--- src/rtl/rsc_pkg.sv ---
package rsc_pkg;

  localparam int REG_W = 8;

  // monitor control register fields
  localparam int MC_EN_BIT   = 7;
  localparam int MC_STAT_BIT = 6;
  localparam int MC_LVL_BIT  = 5;

  // reset source register fields
  localparam int NUM_FLAGS   = 4;
  localparam int RS_VSEL_BIT = 4;
  localparam int RS_MEN_BIT  = 5;

  // cause code doubles as flag bit index
  typedef enum logic [1:0] {
    CAUSE_PIN  = 2'd0,
    CAUSE_VMON = 2'd1,
    CAUSE_MCD  = 2'd2,
    CAUSE_POR  = 2'd3
  } cause_e;

  // fixed priority: supply monitor, pin, missing clock
  function automatic cause_e pick_cause(input logic vm, input logic pin, input logic mcd);
    cause_e c;
    if (vm)       c = CAUSE_VMON;
    else if (pin) c = CAUSE_PIN;
    else if (mcd) c = CAUSE_MCD;
    else          c = CAUSE_POR;
    return c;
  endfunction

  function automatic logic [NUM_FLAGS-1:0] cause_flags(input cause_e c);
    logic [NUM_FLAGS-1:0] f;
    f = '0;
    f[c] = 1'b1;
    return f;
  endfunction

endpackage

--- src/rtl/rsc_sync.sv ---
module rsc_sync #(
  parameter int   STAGES  = 2,
  parameter logic RST_VAL = 1'b1
) (
  input  logic clk,
  input  logic arst_n,
  input  logic d,
  output logic q
);
  logic [STAGES-1:0] chain;

  generate
    for (genvar i = 0; i < STAGES; i++) begin : g_stage
      always_ff @(posedge clk or negedge arst_n) begin
        if (!arst_n) chain[i] <= RST_VAL;
        else if (i == 0) chain[i] <= d;
        else chain[i] <= chain[(i == 0) ? 0 : i-1];
      end
    end
  endgenerate

  assign q = chain[STAGES-1];
endmodule

--- src/rtl/rsc_arbiter.sv ---
module rsc_arbiter
  import rsc_pkg::*;
(
  input  logic   vmon_req,
  input  logic   pin_req,
  input  logic   mcd_req,
  output logic   any_req,
  output cause_e cause
);
  assign any_req = vmon_req | pin_req | mcd_req;
  assign cause   = pick_cause(vmon_req, pin_req, mcd_req);
endmodule

--- src/rtl/rsc_regs.sv ---
module rsc_regs
  import rsc_pkg::*;
(
  input  logic                 clk,
  input  logic                 por_n,
  input  logic                 wr_en,
  input  logic                 sel,
  input  logic [REG_W-1:0]     wdata,
  input  logic                 exit_pulse,
  input  logic [NUM_FLAGS-1:0] exit_flags,
  input  logic                 supply_above,
  output logic [REG_W-1:0]     rdata,
  output logic                 vmon_en,
  output logic                 vmon_lvl,
  output logic                 vmon_sel,
  output logic                 mcd_en,
  output logic [NUM_FLAGS-1:0] flag_q
);
  logic [REG_W-1:0] mc_view;
  logic [REG_W-1:0] rs_view;

  always_ff @(posedge clk or negedge por_n) begin
    if (!por_n) begin
      vmon_en  <= 1'b1;
      vmon_lvl <= 1'b0;
    end else if (wr_en && !sel) begin
      vmon_en  <= wdata[MC_EN_BIT];
      vmon_lvl <= wdata[MC_LVL_BIT];
    end
  end

  always_ff @(posedge clk or negedge por_n) begin
    if (!por_n) begin
      vmon_sel <= 1'b0;
      mcd_en   <= 1'b0;
      flag_q   <= '0;
    end else if (exit_pulse) begin
      vmon_sel <= 1'b0;
      mcd_en   <= 1'b0;
      flag_q   <= exit_flags;
    end else if (wr_en && sel) begin
      vmon_sel <= wdata[RS_VSEL_BIT];
      mcd_en   <= wdata[RS_MEN_BIT];
    end
  end

  always_comb begin
    mc_view              = '0;
    mc_view[MC_EN_BIT]   = vmon_en;
    mc_view[MC_STAT_BIT] = supply_above;
    mc_view[MC_LVL_BIT]  = vmon_lvl;
    rs_view              = '0;
    rs_view[NUM_FLAGS-1:0] = flag_q;
    rs_view[RS_VSEL_BIT] = vmon_sel;
    rs_view[RS_MEN_BIT]  = mcd_en;
  end

  assign rdata = sel ? rs_view : mc_view;
endmodule

--- src/rtl/rst_src_ctrl.sv ---
module rst_src_ctrl
  import rsc_pkg::*;
#(
  parameter int SYNC_STAGES = 2
) (
  input  logic             clk,
  input  logic             por_n,
  input  logic             ext_rst_n,
  input  logic             vmon_above,
  input  logic             mcd_timeout,
  input  logic             reg_wr,
  input  logic             reg_sel,
  input  logic [REG_W-1:0] reg_wdata,
  output logic [REG_W-1:0] reg_rdata,
  output logic             sys_rst,
  output logic             vmon_level
);
  logic                 pin_s;
  logic                 above_s;
  logic                 vmon_en, vmon_lvl, vmon_sel, mcd_en;
  logic [NUM_FLAGS-1:0] flag_q;
  logic                 vmon_req, pin_req, mcd_req, any_req;
  cause_e               req_cause;
  cause_e               cause_q;
  logic                 entry_evt;
  logic                 exit_evt;
  logic                 wr_ok;

  rsc_sync #(.STAGES(SYNC_STAGES), .RST_VAL(1'b1)) u_pin_sync (
    .clk(clk), .arst_n(por_n), .d(ext_rst_n), .q(pin_s)
  );

  rsc_sync #(.STAGES(SYNC_STAGES), .RST_VAL(1'b1)) u_vmon_sync (
    .clk(clk), .arst_n(por_n), .d(vmon_above), .q(above_s)
  );

  assign vmon_req = vmon_en & vmon_sel & ~above_s;
  assign pin_req  = ~pin_s;
  assign mcd_req  = mcd_en & mcd_timeout;

  rsc_arbiter u_arb (
    .vmon_req(vmon_req), .pin_req(pin_req), .mcd_req(mcd_req),
    .any_req(any_req), .cause(req_cause)
  );

  assign entry_evt = !sys_rst && any_req;
  assign exit_evt  = sys_rst && !any_req;
  assign wr_ok     = reg_wr && !sys_rst;

  always_ff @(posedge clk or negedge por_n) begin
    if (!por_n) begin
      sys_rst <= 1'b1;
      cause_q <= CAUSE_POR;
    end else begin
      sys_rst <= any_req;
      if (entry_evt) cause_q <= req_cause;
    end
  end

  rsc_regs u_regs (
    .clk(clk), .por_n(por_n), .wr_en(wr_ok), .sel(reg_sel), .wdata(reg_wdata),
    .exit_pulse(exit_evt), .exit_flags(cause_flags(cause_q)),
    .supply_above(above_s), .rdata(reg_rdata),
    .vmon_en(vmon_en), .vmon_lvl(vmon_lvl), .vmon_sel(vmon_sel),
    .mcd_en(mcd_en), .flag_q(flag_q)
  );

  assign vmon_level = vmon_lvl;
endmodule

--- config.mk ---
export PLATFORM = sky130hd
export DESIGN_NAME = rst_src_ctrl
export DESIGN_NICKNAME = d
export VERILOG_FILES = /design/src/rtl/rsc_pkg.sv /design/src/rtl/rsc_sync.sv /design/src/rtl/rsc_arbiter.sv /design/src/rtl/rsc_regs.sv /design/src/rtl/rst_src_ctrl.sv
export SDC_FILE = /design/constraint.sdc
export NUM_CORES = 1
export LEC_CHECK = 0
export BUFFER_PORTS_ARGS = -buffer_cell sky130_fd_sc_hd__buf_4
export CORE_ASPECT_RATIO = 1.4
export CORE_MARGIN = 5
export CORE_UTILIZATION = 35
export CTS_CLUSTER_DIAMETER = 120
export DETAILED_ROUTE_END_ITERATION = 7
export PLACE_DENSITY_LB_ADDON = 0.05
export RECOVER_POWER = 50
export SLEW_MARGIN = 10
export SYNTH_ARGS = -nofsm -noshare
export SYNTH_HDL_FRONTEND = slang
export SYNTH_SLANG_ARGS = --single-unit
export TNS_END_PERCENT = 50
--- constraint.sdc ---
create_clock -name clk -period 1.47 [get_ports clk]
set_clock_uncertainty 0.2 [all_clocks]
set_input_delay 0.294 -clock clk [delete_from_list [all_inputs] [get_ports clk]]
set_output_delay 0.294 -clock clk [all_outputs]
set_load 0.05 [all_outputs]
=== Yosys cells after proc, flatten, opt, wreduce, memory -nomap -nowiden ===
Index checks and enable logic that the tools add are counted.

* Reduce and logical (&&, ||, !) cells: 10
* Bitwise operators: 7
* $lt $le $gt $ge: 2
* Muxes and demuxes: 10

{| class="wikitable"
|+ Operators by type and width
! cell !! count
|-
| 8-bit two-way mux || 1
|-
| 1-bit logical AND || 6
|-
| 1-bit two-way mux || 6
|-
| 2-bit two-way mux || 2
|-
| 1-bit AND || 3
|-
| 1-bit zero test || 3
|-
| 2-bit by 3-bit less-than comparator with 1-bit output (second input constant) || 1
|-
| 1-bit demux with 2-bit select || 1
|-
| 2-bit by 1-bit >= comparator with 1-bit output (second input constant) || 1
|-
| 1-bit NOT || 2
|-
| 1-bit bitwise OR || 2
|-
| 2-bit nonzero test || 1
|}

* Register bits after elaboration: 15
* Input port bits: 15
* Output and inout bits: 10
* Word-level logic and storage cells: 40

=== Longest topological paths before layout ===
Gate-level depths: netlist of the first run.

* Depth after elaboration: 7
* Gate-level depth with buffers: 3
* Mapped depth without buffers: 3

=== Modules after synthesis ===
From an unflattened synthesis of the first run, not the netlist that was laid out.

* Cells, all modules: 53
* Area total of the unflattened synthesis: 699.4 um^2

{| class="wikitable"
|+ By module, submodules not included
! module !! seq. area each (um^2) !! cells an instance !! times used !! area each (um^2)
|-
| rsc_regs || 201.4 || 30 || 1 || 400.4
|-
| rst_src_ctrl || 78.8 || 16 || 1 || 176.4
|-
| rsc_sync || 52.6 || 2 || 2 || 52.6
|-
| rsc_arbiter || 0.0 || 3 || 1 || 17.5
|}

=== Least setup slack after synthesis of the first run ===
No wires, ideal clock.

* Kind: reg2out
* Start: reg u_regs.vmon_en
* End: out reg_rdata[7]
* Cell stages (with the launch flop): 2
* Arrival time: 1,230 ps
* Data required time: 976 ps
* Buffers on the path: 0
* Path slack: -254 ps
* Path through: dfstp_2 -> nor2b_1

* Longest elaborated chain between the ends: 1

{| class="wikitable"
|+ RTL lines
! element !! RTL line !! source
|-
| start, declared || rsc_regs.sv:13 || <nowiki>output logic vmon_en,</nowiki>
|-
| start signal, assigned || rsc_regs.sv:27 || <nowiki>vmon_en <= wdata[MC_EN_BIT];</nowiki>
|-
| 8-bit two-way mux || rsc_regs.sv:58 || <nowiki>assign rdata = sel ? rs_view : mc_view;</nowiki>
|-
| end, declared || rst_src_ctrl.sv:14 || <nowiki>output logic [REG_W-1:0] reg_rdata,</nowiki>
|}

No other way between the ends.

=== Worst setup path in the final report of the first run ===
Same ends and word-level chain as after synthesis.

==> results.md, run 1 <==
- DR pass1 iterations: 4
- Worst hold stages: 2
- DRC: 0
- Final core utilization: between 60 and 70%
- Routed Antenna Nets: 0
- Delay of the slowest critical-path stage: between 500 and 600 ps
- Placed Cells: 95
- GRT Total Usage: roughly an eighth
- Largest net degree at the start of global routing: 16
- Root buffer cell: clkbuf_4
- Gate Count Post-Synth: approximately 50
- Final Non-Filler Cells: around 110
- CTS HTree Levels: 1
- Post-synthesis adder-cell area fraction: 0%
- Slew Viols, Final: 0
- CTS tree: yes
- Critical Path RT: 980 ps
- Routed WL: between 1 and 1.5 mm
- Delay-heaviest family, CP: flip-flops
- Syn Nets: between 60 and 70
- Skew-Pair Late Insertion Delay: approximately 280 ps
- Power Dens Cells: between 1000 and 1500 mW/mm^2
- Most flops, register: u_regs.flag_q
- Number of global-route vias before repair: roughly 560
- Final hold slack: 44.53 ps
- DRT iter0 DRCs: 2
- Tot Pwr: about 1.2 mW
- Worst Reg-to-Reg Cells: 4
- Compound-cell area share of the yosys netlist: about a tenth
- Area grow syn2layout: 69.53%
- Fin crit period: between 1500 and 2000 ps
- Die X-Extent: ~46 um
- Max stage delay cell, worst path: dfstp_2
- Worst Hold Class: primary input to register
- Final period utilization: 114.3%
- CP Depth: 3
- Core Area: 0.001757 sq mm
- Setup violations, final: 11
- Post-synthesis mux area share: between 10% and 20%
- Maximum fanout along the worst path: 2
- Row cnt: 18
- GPL Wtd Cong: 0.6707
- XOR/XNOR Fraction of Synth Area: 0%
- Cell area after synthesis: around 640 sq um
- Biggest regs: u_regs.flag_q: 4 flops, cause_q: 2 flops
- Critical path arrival: between 1000 and 1500 ps
- Max Fclk: a little under 600 MHz
- Register area: 389.1 sq um
- Area of the multi-input gates: 297.8 sq um
- Status: finished, violations left
- FF-to-FF setup slack: -100 ps
- Quantity of I/O buffers inserted on ports: 19
- Detail Placement HPWL: around 1.1 mm
- CP cell instances: buf_6 -> nor2b_4 -> buf_8
- Share of cells above drive strength 1: between 60% and 70%
- Initial antenna violation count: 0
- Final Hold Vio Count: 0
- Post-synthesis sequential area ratio: 60.16%
- Flip-flop count of the largest register after layout: 4
- Failing checks: setup timing
- Worst-margin pin slew: 383.4 ps
- Setup_tns: -1146 ps
- Yosys cell types: 20
- P_leak: 0.5212 nW
- Crit path kind: register to output pin
- Synth Register Bits: 15
- Startpoint Class: register
- Ant diodes: 0
- Clk sinks: 15
- Max-cap violations: 0
- IO Count: 25
- Overflow after GRT: 0
- Final setup margin: -210.4 ps
- Unrepaired setup endpoints after global routing: yes
- Main combinational cell family by area after synthesis: simple AND/OR/NAND/NOR gates
- First-pass GRT wire length: between 2 and 3 mm
- Slew HR: between 70% and 80%
- CTS Buf Count: 3
- Die height: between 60 and 70 um
- CP Capture Type: output pin
- Maximum clock path buffer count: 2
- Filler cells: 154
- CP bufs+invs: 2
- Worst vdd ir: 714.8 uV
- Initial core utilization: between 30% and 40%
- Via count: approximately 540
- Nets: between 100 and 150
- Syn Area/Cell: roughly 13 sq um
- Yosys warning count: 0
- Die Area: roughly 0.0028 sq mm
- Reg clk slew, reported paths: approximately 90 ps
- Via-to-Cell Ratio: roughly 5
- Simple-gate area share of the yosys netlist: between 15 and 20%
- DR WL/cell: around 13 um
cell usage after synthesis:
cell type	instances	area (sq um)
a31oi_1	2	12.51
and2_1	5	31.28
nand3b_1	1	7.510
a21boi_4	1	18.77
and3b_1	1	8.760
nand2_1	2	7.510
mux2_2	3	33.78
nor3b_1	1	7.510
dfrtp_1	7	175.2
a22o_1	1	8.760
inv_1	2	7.510
a22o_2	1	10.01
dfstp_2	8	210.2
o21ai_0	2	10.01
nor2b_1	4	25.02
a21oi_1	1	5.000
mux2_1	3	33.78
nand3_2	1	10.01
mux2i_1	1	10.01
nor2_1	2	7.510
per-stage QoR:
step / setup slack, ps / instance area (sq um)
6_report: -210.4 / 1086
4_1_cts: -216.8 / 1046
3_3_place_gp: -37.16 / 877.1
5_1_grt: -250.7 / 1086
2_1_floorplan: -58.13 / 656.9
3_5_place_dp: -52.97 / 877.1
final timing paths:
kind | from | to
hold reg to reg | u_pin_sync.chain[0] | u_pin_sync.q
min in group asynchronous | por_n | u_regs.flag_q[2]
hold / removal | reg_wdata[4] | u_regs.vmon_sel
setup / recovery | u_regs.vmon_en | reg_rdata[7]
setup reg to reg | sys_rst | u_regs.flag_q[0]
max in group asynchronous | por_n | u_regs.vmon_en
where the power goes:
group	leakage (nW)	switching (mW)	internal, mW
logic	0.330	0.228	0.239
clock network	0.0177	0.129	0.101
registers	0.174	0.0325	0.483
layer usage:
layer | vias to the layer above | routed length, um | track usage [%]
met3 | 2 | 107 | 2.671
met4 | 0 | 18 | 6.098
met5 | - | 0 | 0
li1 | 250 | - | -
met1 | 265 | 561 | 15.64
met2 | 21 | 781 | 20.67
logic make-up after synthesis:
family / count (synthesis)
buffers and inverters: 2
AND/OR/NAND/NOR: 17
multiplexers: 7
flip-flops: 15
AO/OA/AOI/OAI: 8
final cells by class:
class,count,area share [%]
clock inverters,1,0.4608
well taps,20,2.304
clock buffers,3,2.074
repair buffers,36,31.22
inverters,2,0.6912
multi-input cells,32,27.42
flip-flops and latches,15,35.83
cell usage in the layout (no fill, tap or decap), types with 2 or more instances in the layout:
cell type,synthesis,routed
and2_1,5,5
dfstp_2,8,7
buf_6,0,11
nand2_1,2,2
nor2_1,2,2
buf_8,0,3
clkbuf_4,0,3
mux2_2,3,2
buf_4,0,18
o21ai_0,2,2
dfrtp_1,7,7
mux2_4,0,4
nor2b_1,4,2
inv_1,2,2
dlygate4sd3_1,0,3
what timing repair did:
item	in CTS	in global routing
endpoints found under the hold margin	17	0
hold buffers	3	0
setup endpoints to repair	17	18
pin swaps	1	0
setup buffers	4	3
resized for setup	21	4
Power figures use the tool's default switching activity.
==> run 2, diff against run 1 <==
BUFFER_PORTS_ARGS = -buffer_cell sky130_fd_sc_hd__buf_2   (was -buffer_cell sky130_fd_sc_hd__buf_4)
==> run 2 against run 1 <==
- setup slack got worse by 1.3 ps
- the flow still finishes with violations (setup timing)
- largest cell class unchanged
- largest power group unchanged
- die area is the same
- sequential share of layout area increased by 1.4 points
- fmax about the same
- combinational power is 4.5% lower
- highest routed layer is now met3
- register-to-register slack worse by 30 ps
- sequential power grew 2%
==> results.md, run 2 (synthesized netlist as in run 1, its figures left out) <==
- Area grow syn2layout: 63.87% (was 69.53%)
- First-pass GRT wire length: 2.373 mm (was 2.504 mm)
- Failing checks: setup timing (unchanged)
- CTS Buf Count: 3 (unchanged)
- Root buffer cell: clkbuf_4 (unchanged)
- Hold path startpoint: reg_wdata[7] (was reg_wdata[4])
- Routed WL: 1.450 mm (was 1.468 mm)
- GPL Wtd Cong: 0.6574 (was 0.6707)
- Metal3 WL: 94 um (was 107 um)
- Status: finished, violations left (unchanged)
- GRT Total Usage: 11.92% (was 12.69%)
- Critical path arrival: 1190 ps (about the same)
- Initial core utilization: 36.47% (unchanged)
- Die X-Extent: 46.16 um (unchanged)
- Quantity of I/O buffers inserted on ports: 19 (unchanged)
- Routed Antenna Nets: 0 (unchanged)
- Commonest cells after routing, fill and taps aside: buf_2, buf_6, buf_4, dfstp_2, dfrtp_1 (was buf_4, buf_6, dfstp_2, dfrtp_1, and2_1)
- R2R Path End: u_regs.flag_q[0] (unchanged)
- Clk sinks: 15 (unchanged)
- Slew HR: 75.64% (was 74.44%)
- Place WS: -45.85 ps (was -52.97 ps)
- Final Hold Vio Count: 0 (unchanged)
- Startpoint Class: register (unchanged)
- Via-to-Cell Ratio: 4.915 (was 4.936)
- Filler cells: 148 (was 154)
- Area of the multi-input gates: 309.0 sq um (was 297.8 sq um)
- WL met1: 570 um (was 561 um)
- Nets: 102 (was 105)
- Unrepaired setup endpoints after global routing: yes (unchanged)
- Ant diodes: 0 (unchanged)
- CP Capture Type: output pin (unchanged)
- Share of cells above drive strength 1: 70.93% (was 65.17%)
- Number of global-route vias before repair: 559 (was 563)
- Largest net degree at the start of global routing: 16 (unchanged)
- Maximum fanout along the worst path: 2 (unchanged)
- Critical Path RT: 980 ps (about the same)
- Most flops, register: u_regs.flag_q (unchanged)
- Maximum clock path buffer count: 2 (unchanged)
- CTS HTree Levels: 1 (unchanged)
- Flip-flop count of the largest register after layout: 4 (unchanged)
- DRT iter0 DRCs: 4 (was 2)
- Skew-Pair Late Insertion Delay: 280 ps (about the same)
- Max-cap violations: 0 (unchanged)
- DR pass1 iterations: 4 (unchanged)
- Hold path endpoint: u_regs.vmon_en (was u_regs.vmon_sel)
- Initial antenna violation count: 0 (unchanged)
- Power Dens Cells: 1142 mW/mm^2 (was 1116 mW/mm^2)
- Reg clk slew, reported paths: 80 ps (was 90 ps)
- DR WL met2: 785 um (was 781 um)
- Core Area: 0.001757 sq mm (unchanged)
- R2R Path Start: u_regs.vmon_en (was sys_rst)
- Fin crit period: 1682 ps (was 1680 ps)
- Worst hold stages: 2 (unchanged)
- Row cnt: 18 (unchanged)
- DRC: 0 (unchanged)
- Worst Reg-to-Reg Cells: 4 (unchanged)
- Die Area: 0.002798 sq mm (unchanged)
- Final setup margin: -211.7 ps (was -210.4 ps)
- DR WL/cell: 13.68 um (was 13.47 um)
- IO Count: 25 (unchanged)
- Via count: 521 (was 538)
- Die height: 60.62 um (unchanged)
- Detail Placement HPWL: 959.9 um (was 1.053 mm)
- P_leak: 0.5013 nW (was 0.5212 nW)
- FF-to-FF setup slack: -130 ps (was -100 ps)
- Final hold slack: 45.49 ps (was 44.53 ps)
- Crit path kind: register to output pin (unchanged)
- Biggest regs: u_regs.flag_q: 4 flops, cause_q: 2 flops (unchanged)
- Max Fclk: 594.6 MHz (was 595.1 MHz)
- Worst vdd ir: 670.0 uV (was 714.8 uV)
- Highest Signal Layer: met3 (was met4)
- Overflow after GRT: 0 (unchanged)
- Worst-margin pin slew: 365.4 ps (was 383.4 ps)
- Setup violations, final: 12 (was 11)
- Final period utilization: 114.4% (was 114.3%)
- Worst Hold Class: primary input to register (unchanged)
- CTS tree: yes (unchanged)
- Register area: 390.4 sq um (was 389.1 sq um)
- Slew Viols, Final: 0 (unchanged)
## run 2: changes by cell type in the layout (fill, tap and decap cells not counted), sizes merged
cell	change
buf	-3
clkbuf	+1
clkinv	-1
## run 2: layout make-up
type | instances | area share (%)
Sequential cell | 15 | 37.19
Multi-Input combinational cell | 32 | 29.44
Timing Repair Buffer | 33 | 27.77
Clock buffer | 4 | 2.503
Tap cell | 20 | 2.384
Inverter | 2 | 0.7151
## run 2: per-layer routing
| layer | vias to the layer above | GRT usage (%) |
|---|---|---|
| li1 | 243 | - |
| met1 | 255 | 13.22 |
| met2 | 23 | 21.06 |
| met3 | 0 | 2.077 |
| met4 | 0 | 6.098 |
| met5 | - | 0 |
## run 2: through the flow
stage	std cells	instance area [sq um]	util, %	TNS (ps)	total power [mW]
2_1_floorplan	49	656.9	-	-169.7	0.7298
3_3_place_gp	94	834.6	47.51	-251.4	0.8332
3_5_place_dp	94	834.6	47.51	-199.2	0.8366
4_1_cts	105	1033	58.83	-1238	1.195
5_1_grt	106	1050	59.76	-2008	1.262
6_report	106	1050	59.76	-1244	1.199
## run 2: worst max-delay path by stage
| stage | from | cells past startpoint | to |
|---|---|---|---|
| global route | u_regs.vmon_en | 3 | reg_rdata[7] |
| floorplan | u_regs.vmon_lvl | 1 | reg_rdata[5] |
| CTS | u_regs.vmon_en | 3 | reg_rdata[7] |
| global placement | u_regs.vmon_en | 3 | u_regs.flag_q[0] |
| finish | u_regs.vmon_en | 3 | reg_rdata[7] |
| detailed placement | u_regs.vmon_en | 3 | u_regs.flag_q[0] |
## run 2: repair_timing
action	CTS	global route
buffers inserted	4	1
pin swaps	6	0
setup endpoints to repair	15	17
gates resized for setup	34	3
hold endpoints to repair	17	0
hold buffers	3	0
## run 2: report_power, final
group          switching, mW  leakage (nW)  total [mW]  internal [mW]
combinational          0.218         0.314       0.446          0.228
clock                  0.124        0.0150       0.229          0.105
sequential            0.0400         0.172       0.524          0.484
total                  0.382         0.501        1.20          0.817
## run 2: critical path: stages (launching register included)
cell and delay [ps]:
dfstp_2 540, buf_6 90, nor2b_4 120, buf_6 150
